**config.mk**
```make
export PLATFORM = sky130hd
export DESIGN_NAME = lineevt_irq
export DESIGN_NICKNAME = d
export VERILOG_FILES = /design/src/rtl/lineevt_pkg.sv /design/src/rtl/lineevt_detect.sv /design/src/rtl/lineevt_ctrl.sv /design/src/rtl/lineevt_datapath.sv /design/src/rtl/lineevt_irq.sv
export SDC_FILE = /design/constraint.sdc
export NUM_CORES = 1
export LEC_CHECK = 0
export BUFFER_PORTS_ARGS = -buffer_cell sky130_fd_sc_hd__buf_2
export CAP_MARGIN = 20
export CORE_UTILIZATION = 40
export DETAILED_ROUTE_END_ITERATION = 8
export HOLD_SLACK_MARGIN = 0.02
export PLACE_DENSITY = 0.63
export SLEW_MARGIN = 20
export SYNTH_ARGS = -nofsm -noshare
export SYNTH_HDL_FRONTEND = slang
export SYNTH_SLANG_ARGS = --single-unit
```
**constraint.sdc**
```tcl
create_clock -name clk -period 3.46 [get_ports clk]
set_clock_uncertainty 0.2 [all_clocks]
set_input_delay 0.346 -clock clk [delete_from_list [all_inputs] [get_ports clk]]
set_output_delay 0.346 -clock clk [all_outputs]
set_load 0.05 [all_outputs]
```
**src/rtl/lineevt_pkg.sv**
```systemverilog
package lineevt_pkg;

  typedef enum logic [2:0] {
    EV_FALL = 3'd0,
    EV_RISE = 3'd1,
    EV_BOTH = 3'd2,
    EV_LOW  = 3'd3,
    EV_HIGH = 3'd4
  } evt_kind_e;

  localparam int OFS_ENABLE  = 'h20;
  localparam int OFS_DISABLE = 'h24;
  localparam int OFS_MASK    = 'h28;
  localparam int OFS_STATUS  = 'h2C;
  localparam int SEL_W       = 3;

  typedef struct packed {
    logic setMask;
    logic clrMask;
    logic rdMask;
    logic rdStat;
  } strobe_t;

endpackage

```
**src/rtl/lineevt_detect.sv**
```systemverilog
module lineevt_detect
  import lineevt_pkg::*;
(
  input  logic [SEL_W-1:0] sel,
  input  logic             cur,
  input  logic             prev,
  output logic             hit
);
  always_comb begin
    case (sel)
      EV_FALL: hit = prev & ~cur;
      EV_RISE: hit = ~prev & cur;
      EV_BOTH: hit = prev ^ cur;
      EV_LOW:  hit = ~cur;
      EV_HIGH: hit = cur;
      default: hit = 1'b0;
    endcase
  end
endmodule

```
**src/rtl/lineevt_ctrl.sv**
```systemverilog
module lineevt_ctrl
  import lineevt_pkg::*;
#(
  parameter int ADDR_W = 8
) (
  input  logic              busSel,
  input  logic              busWrite,
  input  logic [ADDR_W-1:0] busAddr,
  output strobe_t           strb
);
  localparam logic [ADDR_W-1:0] A_EN  = ADDR_W'(OFS_ENABLE);
  localparam logic [ADDR_W-1:0] A_DIS = ADDR_W'(OFS_DISABLE);
  localparam logic [ADDR_W-1:0] A_MSK = ADDR_W'(OFS_MASK);
  localparam logic [ADDR_W-1:0] A_STS = ADDR_W'(OFS_STATUS);

  logic wrCyc;
  logic rdCyc;

  assign wrCyc = busSel & busWrite;
  assign rdCyc = busSel & ~busWrite;

  always_comb begin
    strb         = '0;
    strb.setMask = wrCyc && (busAddr == A_EN);
    strb.clrMask = wrCyc && (busAddr == A_DIS);
    strb.rdMask  = rdCyc && (busAddr == A_MSK);
    strb.rdStat  = rdCyc && (busAddr == A_STS);
  end
endmodule

```
**src/rtl/lineevt_datapath.sv**
```systemverilog
module lineevt_datapath
  import lineevt_pkg::*;
#(
  parameter int LINES = 32
) (
  input  logic                   clk,
  input  logic                   rstN,
  input  logic [LINES-1:0]       lineIn,
  input  logic [SEL_W*LINES-1:0] evtSel,
  input  logic [LINES-1:0]       wrData,
  input  strobe_t                strb,
  output logic [LINES-1:0]       rdData,
  output logic                   irqOut
);
  logic [LINES-1:0] prevLine;
  logic [LINES-1:0] evtVec;
  logic [LINES-1:0] maskReg;
  logic [LINES-1:0] statusReg;

  for (genvar g = 0; g < LINES; g++) begin : g_line
    lineevt_detect u_det (
      .sel  (evtSel[SEL_W*g +: SEL_W]),
      .cur  (lineIn[g]),
      .prev (prevLine[g]),
      .hit  (evtVec[g])
    );
  end

  always_ff @(posedge clk) begin
    if (!rstN) prevLine <= '0;
    else       prevLine <= lineIn;
  end

  always_ff @(posedge clk) begin
    if (!rstN)             maskReg <= '0;
    else if (strb.setMask) maskReg <= maskReg | wrData;
    else if (strb.clrMask) maskReg <= maskReg & ~wrData;
  end

  always_ff @(posedge clk) begin
    if (!rstN)            statusReg <= '0;
    else if (strb.rdStat) statusReg <= evtVec;
    else                  statusReg <= statusReg | evtVec;
  end

  always_comb begin
    rdData = '0;
    if (strb.rdMask)      rdData = maskReg;
    else if (strb.rdStat) rdData = statusReg;
  end

  assign irqOut = |(statusReg & maskReg);

  p_enable_sets_r5: assert property (@(posedge clk) disable iff (!rstN)
    strb.setMask |=> ((maskReg & $past(wrData)) == $past(wrData)));

  p_disable_clears_r6: assert property (@(posedge clk) disable iff (!rstN)
    strb.clrMask |=> ((maskReg & $past(wrData)) == '0));

  p_mask_hold_r7: assert property (@(posedge clk) disable iff (!rstN)
    !(strb.setMask || strb.clrMask) |=> $stable(maskReg));

  p_read_clears_r8: assert property (@(posedge clk) disable iff (!rstN)
    (strb.rdStat && evtVec == '0) |=> (statusReg == '0));

  p_status_sticky_r8: assert property (@(posedge clk) disable iff (!rstN)
    !strb.rdStat |=> ((statusReg & $past(statusReg)) == $past(statusReg)));
endmodule

```
**src/rtl/lineevt_irq.sv**
```systemverilog
module lineevt_irq
  import lineevt_pkg::*;
#(
  parameter int LINES  = 32,
  parameter int ADDR_W = 8
) (
  input  logic                   clk,
  input  logic                   rstN,
  input  logic [LINES-1:0]       lineIn,
  input  logic [SEL_W*LINES-1:0] evtSel,
  input  logic                   busSel,
  input  logic                   busWrite,
  input  logic [ADDR_W-1:0]      busAddr,
  input  logic [LINES-1:0]       busWdata,
  output logic [LINES-1:0]       busRdata,
  output logic                   irqOut
);
  strobe_t strb;

  lineevt_ctrl #(.ADDR_W(ADDR_W)) u_ctrl (
    .busSel   (busSel),
    .busWrite (busWrite),
    .busAddr  (busAddr),
    .strb     (strb)
  );

  lineevt_datapath #(.LINES(LINES)) u_dp (
    .clk    (clk),
    .rstN   (rstN),
    .lineIn (lineIn),
    .evtSel (evtSel),
    .wrData (busWdata),
    .strb   (strb),
    .rdData (busRdata),
    .irqOut (irqOut)
  );
endmodule

```
# --- Word level (Yosys, flattened, before mapping) ---
# Index checks and enable logic that the tools add are counted.
classes:
  bitwise: 168
  shifts: 0
  add_sub_neg: 0
  eq_ne: 132
  n_lt_le_gt_ge: 0
  multipliers: 0
  div_mod_pow: 0
  mux: 37
  reduce_logical: 38
op_table:
  columns: ["op", "count"]
  rows:
  - ["3-bit by 2-bit == test with 1-bit output, second input constant", 64]
  - ["32-bit 2-to-1 mux", 5]
  - ["1-bit case mux with 5 select lines", 32]
  - ["3-bit by 1-bit == test with 1-bit output, second input constant", 32]
  - ["3-bit == test, second input constant", 32]
  - ["3-bit zero test", 32]
  - ["1-bit bitwise AND", 66]
  - ["1-bit NOT", 65]
  - ["32-bit bitwise AND", 2]
  - ["32-bit bitwise OR", 2]
  - ["8-bit by 6-bit == test with 1-bit output, second input constant", 4]
  - ["32-bit NOT", 1]
  - ["32-bit OR reduction", 1]
  - ["1-bit XOR", 32]
  - ["1-bit logical AND", 4]
  - ["2-bit nonzero test", 1]
word_totals:
  elab_cells: 378
  output_inout_bits: 33
  n_memories: 0
  rom_bits: 0
  reg_bits: 96
  ram_bits: 0
  latch_bits: 0

# --- Longest topological paths before layout ---
# Gate-level depths: netlist (run 1).
depth:
  depth_word: 5
  ltp_mapped: 5
  mapped_depth_nobuf: 5

# --- Modules after synthesis ---
# From an unflattened synthesis (run 1), not the netlist that was laid out.
unflattened:
  hier_cells: 732
  area_unflattened_um2: 6281.0
by_module_without_submodules:
  columns: ["mod", "seq_area_each_um2", "cells_each", "instances", "area_each_um2"]
  rows:
  - ["lineevt_datapath", 1921.8, 435, 1, 3811.2]
  - ["lineevt_detect", 0.0, 9, 32, 75.1]
  - ["lineevt_ctrl", 0.0, 9, 1, 67.6]

# --- Least setup slack after synthesis (run 1) ---
# No wires, ideal clock.
synth_timing:
  path_type: "input-to-output"
  start: "input busAddr[4]"
  end: "output busRdata[0]"
  arrival_time_ns: 2.010
  path_stages: 5
  slack_ns: 0.904
  path_cell_list: "or4b_4 buf_6 nor4_4 buf_6 a22o_1"
synth_via:
  elab_chain_cells: 4
  word_cells_on_any_way: 6
synth_rtl:
  columns: ["element", "line_no", "source"]
  rows:
  - ["from (decl)", "lineevt_irq.sv:13", "input logic [ADDR_W-1:0] busAddr,"]
  - ["8-bit by 6-bit == test with 1-bit output", "lineevt_ctrl.sv:27", "strb.rdStat = rdCyc && (busAddr == A_STS);"]
  - ["1-bit logical AND", "lineevt_ctrl.sv:27", null]
  - ["32-bit 2-to-1 mux", "lineevt_datapath.sv:49", "else if (strb.rdStat) rdData = statusReg;"]
  - ["32-bit 2-to-1 mux (*)", "lineevt_datapath.sv:48", "if (strb.rdMask) rdData = maskReg;"]
  - ["to (decl)", "lineevt_irq.sv:15", "output logic [LINES-1:0] busRdata,"]
# Mark *: on every way between the ends. The rest lies on a longest branch, timed or not.

# --- Final worst setup path (run 1) ---
layout_timing:
  start: "input busAddr[7]"
  end: "output busRdata[28]"
# The elaborated chain is that of the path after synthesis.

==> qor.yml, run 1 <==
clocking:
  clk_latency_ns: 0.34
  clock_sinks: 96
  clkSlewWorstSetupHoldPaths_ns: 0.07
  clk_path_buf_depth: 2
  cts_tree: "yes"
  post_cts_buffers: 0
  postCtsHoldBufs: 0
  htree_levels: 3
  root_buffer: "clkbuf_16"
  ctsResizeCount: 0
  cts_buffers: 9
floorplanning:
  fp-row-count: 46
  io_pins: 205
  dieArea_um2: 16600
  die_h_um: 128.9
  start_util: 0.4082
  die_w_um: 128.9
  design.core.area_um2: 15770
synthesis:
  synth_largest_area_cell: "dfxtp_1"
  ys_async_sr_fraction: 0
  synth_cell_types: 28
  synth_seq_area_share: 0.2985
  ys.flop_type: "dfxtp_1"
  yosys-top-cells-area: "dfxtp_1 (30%), ha_1 (12%), mux2i_1 (10%)"
  synth_cells: 712
  syn_nets: 948
  synth.most_common_cell: "dfxtp_1"
  netlist_top_cells_count: "dfxtp_1 (96), nor2_1 (65), ha_1 (64), inv_1 (64), mux2i_1 (64)"
  synth-seq-cells: 96
  yosysWarnings: 0
  synth_edf_count: 0
  syn_area_um2: 6437
  avgSynthCellArea_um2: 9.041
  synth_top_area_share: 0.2985
setup_path:
  required_ns: 2.91
  start_kind: "input port"
  slowest_delay_ns: 0.71
  cp_max_fo: 22
  cp_slowest_cell: "or3b_2"
  criticalPathCategory: "input port to output pin"
  cp.arrival_ns: 2.31
  worst-path-buf-inv: 3
  worst_path_dominant_cell_family: "simple AND/OR/NAND/NOR gates"
  cp_cell_sequence: "buf_2 -> or3b_2 -> nor4_4 -> buf_4 -> a22o_1 -> buf_2"
  end_kind: "output pin"
  crit_top_cell: "buf_2"
detailed_routing:
  wl_um: 18890
  drt_iter0_markers: 256
  routedWlPerCell_um: 16.82
  dr.pass1.iters: 6
  via_count: 6065
  drc: 0
  drt-vias-per-instance: 5.401
  ant_nets: 0
global_routing:
  grt_pass1_vias: 5805
  grt_pass1_wl_um: 28990
  antenna_found_initial: 2
  grt.overflow.total: 0
  grt.total_usage: 0.2279
  grt_max_degree: 35
placement:
  place_area_um2: 7674
  place_ws_ns: 0.6389
  hpwlAfterDp_um: 14250
  dp.cells: 1107
  io_buffers: 204
  place.gp.congestion: 0.7902
hold_path:
  hold_path.class: "input port to register"
timing:
  layout_setup_ws_ns: 0.6078
  setup_viol: 0
  slew_violations: 0
  max_freq_mhz: 350.6
  finalHoldViolCount: 0
  tns_ns: 0
  finalCriticalPeriod_ns: 2.852
  rsz0062_at_grt: "false"
  tightest_slew_ns: 0.7193
  period_share: 0.8243
  relSlewSlack: 0.5198
layout:
  nFillCells: 1572
  drive_above_1_share: 0.3355
  stdcell_count: 1123
  layout.nets: 1138
  fin_util: 0.5086
  syn_to_final_growth_pct: 24.59
  final_area_um2: 8020
power_and_ir_drop:
  powerDensity_nw_per_um2: 351.6
  p_leak_nw: 3.860
  ir_drop_v: 0.0003284
flow_run:
  cap_violations: 0
outcome:
  status: "complete, no violations"
-- cell usage in the layout, fill, tap and decap left out, drive strengths merged, types with 2 or more instances in the layout --
cell,instances
clkbuf,10
a22o,32
o31ai,32
a22oi,48
ha,64
a31oi,32
clkinvlp,2
nand2b,2
nor2,65
buf,218
nor2b,33
mux2i,64
or4b,32
bufinv,3
dfxtp,96
nand2,32
mux2,32
inv,65
nand4,36
-- final cells by class --
cell class              count  area, um2  share of cell area
diodes                      1      2.502           0.0003120
multi-input cells         512       4111              0.5126
clock inverters             5      105.1             0.01310
flip-flops and latches     96       1922              0.2396
repair buffers            218       1126              0.1404
well taps                 216      270.3             0.03370
clock buffers              10      239.0             0.02980
inverters                  65      244.0             0.03042
-- per-stage QoR --
step,total power [mW],hold slack [ns]
4_1_cts,2.845,0.06997
2_1_floorplan,1.466,0.2515
5_1_grt,2.946,0.07497
3_5_place_dp,1.689,0.2836
3_3_place_gp,1.686,0.2811
6_report,2.820,0.08221
-- layer usage --
layer,up-vias,global-route usage,part of all wire
met2,171,0.4060,0.48
met3,16,0.05405,0.055
met1,2881,0.2764,0.46
met4,0,0.05121,0.014
met5,-,0,0
li1,2997,-,-
-- tightest hold or removal path, cell delays in order --
cell and delay (ns):
buf_2 0.10, inv_1 0.06, nor2_1 0.09
-- kinds of logic (layout without fill, tap and decap cells) --
kind of cell,count (synthesis),after routing,share of synthesized area
simple gates,208,208,0.1878
compound gates,144,144,0.1679
buf+inv,104,298,0.06589
mux,96,96,0.1555
flops,96,96,0.2985
fa+ha+maj,64,64,0.1244
other cells,0,1,0
-- path summary, 6_finish.rpt --
check               startpoint                 end  slack (ns)  cells past startpoint
min                 lineIn[30]   u_dp.prevLine[30]        0.08                      3
min reg2reg           register            register        0.29                      2
max                 busAddr[7]        busRdata[28]        0.61                      6
max reg2reg  u_dp.prevLine[21]  u_dp.statusReg[21]        2.01                      5
-- power breakdown --
part           switching (mW)  internal, mW
Combinational           0.228         0.219
Clock                   0.432         0.722
Sequential             0.0573          1.16
Total                   0.718          2.10
Note: power is estimated with default switching activity, not from simulation.
==> run 2: changes to the inputs <==
Clock period 3.46 ns to 2.7 ns, I/O delays scaled along.
==> qor.yml, run 2 (synthesized netlist as in run 1, its figures left out) <==
layout:
  layout_commonest_cell: "buf_2"
  stdcell_count: 1184
  drive_above_1_share: 0.3102
  layout.nets: 1200
  syn_to_final_growth_pct: 33.43
  final_area_um2: 8589
  most-common-layout-cells: "buf_2 (204), dfxtp_1 (96), nor2_1 (65)"
global_routing:
  grt_max_degree: 43
  grt_busiest_layer: "met2"
  met2_usage: 0.4226
  grt_pass1_vias: 6109
  grt.overflow.total: 0
  grtUsageMet1: 0.2978
  antenna_found_initial: 1
  grt.total_usage: 0.2409
  grt_pass1_wl_um: 30870
  use_met3: 0.05031
clocking:
  htree_levels: 3
  clk_path_buf_depth: 2
  cts_tree: "yes"
  cts_buffers: 9
  clock_sinks: 96
  root_buffer: "clkbuf_16"
  ctsResizeCount: 0
  clk_latency_ns: 0.35
  clkSlewWorstSetupHoldPaths_ns: 0.06
placement:
  dp.cells: 1107
  place.gp.congestion: 0.8314
  hpwlAfterDp_um: 14190
  io_buffers: 204
  place_ws_ns: 0.2327
  place_area_um2: 7711
power_and_ir_drop:
  p_leak_nw: 4.091
  ir_drop_v: 0.0003014
  powerDensity_nw_per_um2: 394.1
  power_mw: 3.385
timing:
  tightest_slew_ns: 0.5156
  layout_setup_ws_ns: 0.2126
  finalCriticalPeriod_ns: 2.487
  period_share: 0.9213
  relSlewSlack: 0.6558
  max_freq_mhz: 402.0
  setup_viol: 0
  slew_violations: 0
  rsz0062_at_grt: "false"
  finalHoldViolCount: 0
  tns_ns: 0
detailed_routing:
  ant_nets: 0
  dr.pass1.iters: 5
  via_count: 6317
  wl_um: 19790
  drc: 0
  drt-vias-per-instance: 5.335
  routedWlPerCell_um: 16.71
  drt_iter0_markers: 281
hold_path:
  worstHoldPathCells: 3
  hold_path.class: "input port to register"
floorplanning:
  design.core.area_um2: 15770
  die_w_um: 128.9
  start_util: 0.4082
  die_h_um: 128.9
  fp-row-count: 46
  dieArea_um2: 16600
  io_pins: 205
setup_path:
  cp_max_fo: 32
  end_kind: "output pin"
  criticalPathCategory: "input port to output pin"
  start_kind: "input port"
  cp.arrival_ns: 2.02
  required_ns: 2.23
  reg2reg_depth: 5
flow_run:
  cap_violations: 0
outcome:
  status: "complete, no violations"
==> run 2: changes by cell type in the layout (fill, tap and decap cells not counted) <==
| cell | change |
|---|---|
| buf_4 | -3 |
| bufinv_16 | -3 |
| clkinv_2 | +1 |
| dlygate4sd3_1 | +62 |
| clkbuf_1 | +3 |
| buf_12 | +3 |
| clkinvlp_4 | -2 |
==> run 2: what timing repair did <==
item / CTS / global route
endpoints found under the hold margin: 62 / 0
setup buffers: 0 / 0
hold buffers: 62 / 0
==> run 2: power by group <==
part / internal (mW) / switching, mW / leakage [nW]
clock network: 0.640 / 0.528 / 0.126
registers: 1.49 / 0.0708 / 0.789
logic: 0.343 / 0.315 / 3.18
total: 2.47 / 0.914 / 4.09
==> run 2: path summary, 6_finish.rpt <==
kind / from / endpoint / slack (ns)
max: busAddr[4] / busRdata[7] / 0.21
min: evtSel[34] / u_dp.statusReg[11] / 0.03
max reg2reg: u_dp.prevLine[29] / u_dp.statusReg[29] / 1.25
min reg2reg: register / register / 0.29
==> run 2: worst max-delay path: stages <==
cell and delay (ns):
buf_2 0.11, or4b_4 0.59, nor4_4 0.33, buf_12 0.26, a22o_1 0.18, buf_2 0.26
==> run 2: final cells by class <==
type                            instances  area [um2]
Clock buffer                           13       250.2
Tap cell                              216       270.3
Inverter                               65       244.0
Sequential cell                        96        1922
Multi-Input combinational cell        512        4111
Clock inverter                          1       5.005
Timing Repair Buffer                  280        1784
Antenna cell                            1       2.502
Fill cell                            1474        7181
==> run 2: metrics by stage <==
step	utilization	hold slack, ns
2_1_floorplan	-	0.2104
3_3_place_gp	0.4890	0.2796
4_1_cts	0.5445	0.02016
3_5_place_dp	0.4890	0.2809
5_1_grt	0.5447	0.03262
6_report	0.5447	0.03177
==> run 2: routing by layer <==
layer | vias to the layer above | wire length [um]
met5 | - | 0
met4 | 0 | 258
met3 | 23 | 1053
met2 | 192 | 9539
met1 | 2980 | 8935
li1 | 3122 | -
==> run 3: changes to the inputs <==
Settings changed: CORE_UTILIZATION 40 to 52, PLACE_DENSITY 0.63 to 0.79.
==> qor.yml, run 3 (synthesized netlist as in run 1, its figures left out) <==
outcome:
  status: "complete, no violations"
power_and_ir_drop:
  intPower_mw: 2.645
  powerDensity_nw_per_um2: 426.7
  ir_drop_v: 0.0003197
  combPwrFrac: 0.176
  share_seq_of_total_power: 0.437
  power.switching_mw: 0.9147
  p_leak_nw: 4.014
  switching_share: 0.2569
  power_mw: 3.560
  p_clk_frac: 0.387
floorplanning:
  die_w_um: 113.3
  io_pins: 205
  start_util: 0.5337
  design.core.area_um2: 12060
  fp-row-count: 40
  die_h_um: 113.3
  dieArea_um2: 12830
clocking:
  clk_path_buf_depth: 2
  clock_sinks: 96
  clk_latency_ns: 0.34
  post_cts_buffers: 0
  cts_buffers: 9
  clkSlewWorstSetupHoldPaths_ns: 0.06
  htree_levels: 3
  root_buffer: "clkbuf_16"
  cts_tree: "yes"
layout:
  syn_to_final_growth_pct: 29.62
  layout_commonest_cell: "buf_2"
  multi_input_area_um2: 4111
  layout.nets: 1175
  nFillCells: 1005
  register_area_um2: 1922
  most-common-layout-cells: "buf_2 (204), dfxtp_1 (96), nor2_1 (65)"
  drive_above_1_share: 0.3189
  fin_util: 0.6918
global_routing:
  met2_usage: 0.5157
  use_met3: 0.05303
  grt_max_degree: 35
  grt_busiest_layer: "met2"
  grtUsageMet1: 0.3500
  antenna_found_initial: 2
  grt.overflow.total: 0
  grt_pass1_wl_um: 29990
  grt_pass1_vias: 6324
  grt.total_usage: 0.2934
timing:
  slew_violations: 0
  tns_ns: 0
  finalCriticalPeriod_ns: 2.499
  max_freq_mhz: 400.2
  setup_viol: 0
  tightest_slew_ns: 0.6545
  rsz0062_at_grt: "false"
  finalHoldViolCount: 0
  period_share: 0.9256
  relSlewSlack: 0.5630
setup_path:
  r2r_end: "u_dp.statusReg[27]"
  criticalPathCategory: "input port to output pin"
  crit_top_cell: "buf_2"
  reg2reg_depth: 5
  worstSetupEndpoint: "busRdata[22]"
  end_kind: "output pin"
  slowest_delay_ns: 0.59
  cp_slowest_cell: "or4b_4"
  cp_max_fo: 32
  required_ns: 2.23
  start_kind: "input port"
  cp.arrival_ns: 2.03
  crit_start: "busAddr[4]"
  r2r-start: "u_dp.prevLine[27]"
  r2r_setup_slack_ns: 1.24
  cp_cell_sequence: "buf_2 -> or4b_4 -> nor4_4 -> buf_12 -> a22o_1 -> buf_2"
detailed_routing:
  drt_iter0_markers: 450
  drt-vias-per-instance: 5.753
  routedWlPerCell_um: 16.83
  wl_um: 18750
  ant_nets: 0
  via_count: 6409
  dr.pass1.iters: 6
  drc: 0
placement:
  hpwlAfterDp_um: 13310
  place.gp.congestion: 0.8482
  io_buffers: 204
flow_run:
  cap_violations: 0
hold_path:
  hold_path.class: "input port to register"
-- run 3: worst max-delay path: cells and delay by family --
kind / cells / cell delay [ns]
simple gates: 2 / 0.91
compound gates: 1 / 0.20
buf+inv: 3 / 0.63
-- run 3: routing by layer --
layer,routed length [um],share of wire
met5,0,0
met4,629,0.034
met3,1163,0.062
met2,9076,0.48
met1,7875,0.42
-- run 3: power groups by stage --
stage / clock network [mW] / registers, mW / logic [mW]
finish: 1.38 / 1.56 / 0.627
global route: 1.45 / 1.56 / 0.696
CTS: 1.40 / 1.55 / 0.620
detailed placement: 0 / 1.58 / 0.570
global placement: 0 / 1.59 / 0.554
floorplan: 0 / 1.56 / 0.323
-- run 3: layout make-up --
cell class | instances | area share
sequential | 96 | 0.2303
clock buffer | 13 | 0.02999
antenna | 2 | 0.0005998
timing repair buffer | 255 | 0.1841
inverter | 65 | 0.02924
multi-input combinational | 512 | 0.4927
tap | 168 | 0.02519
clock inverter | 3 | 0.007797
-- run 3: repair_timing --
action,4_1_cts,5_1_grt
endpoints found under the hold margin,38,0
hold buffers,38,0
resized for setup,0,0
-- run 3: stage by stage --
step	instance area, um2	hold WS, ns	cells	setup slack (ns)
floorplan	6437	0.2104	712	0.2964
global placement	7644	0.2764	1058	0.2808
detailed placement	7644	0.2804	1058	0.2447
CTS	8339	0.02011	1112	0.2455
global route	8342	0.03009	1113	0.1483
finish	8344	0.02482	1114	0.2009
-- run 3: worst min-delay path by stage --
| stage | from | end | cells after the start |
|---|---|---|---|
| after floorplan | lineIn[31] | u_dp.prevLine[31] | 2 |
| after global placement | register | register | 2 |
| after detailed placement | register | register | 2 |
| after CTS | lineIn[14] | u_dp.prevLine[14] | 3 |
| after global routing | busWdata[30] | register | 3 |
| final | lineIn[7] | u_dp.prevLine[7] | 3 |
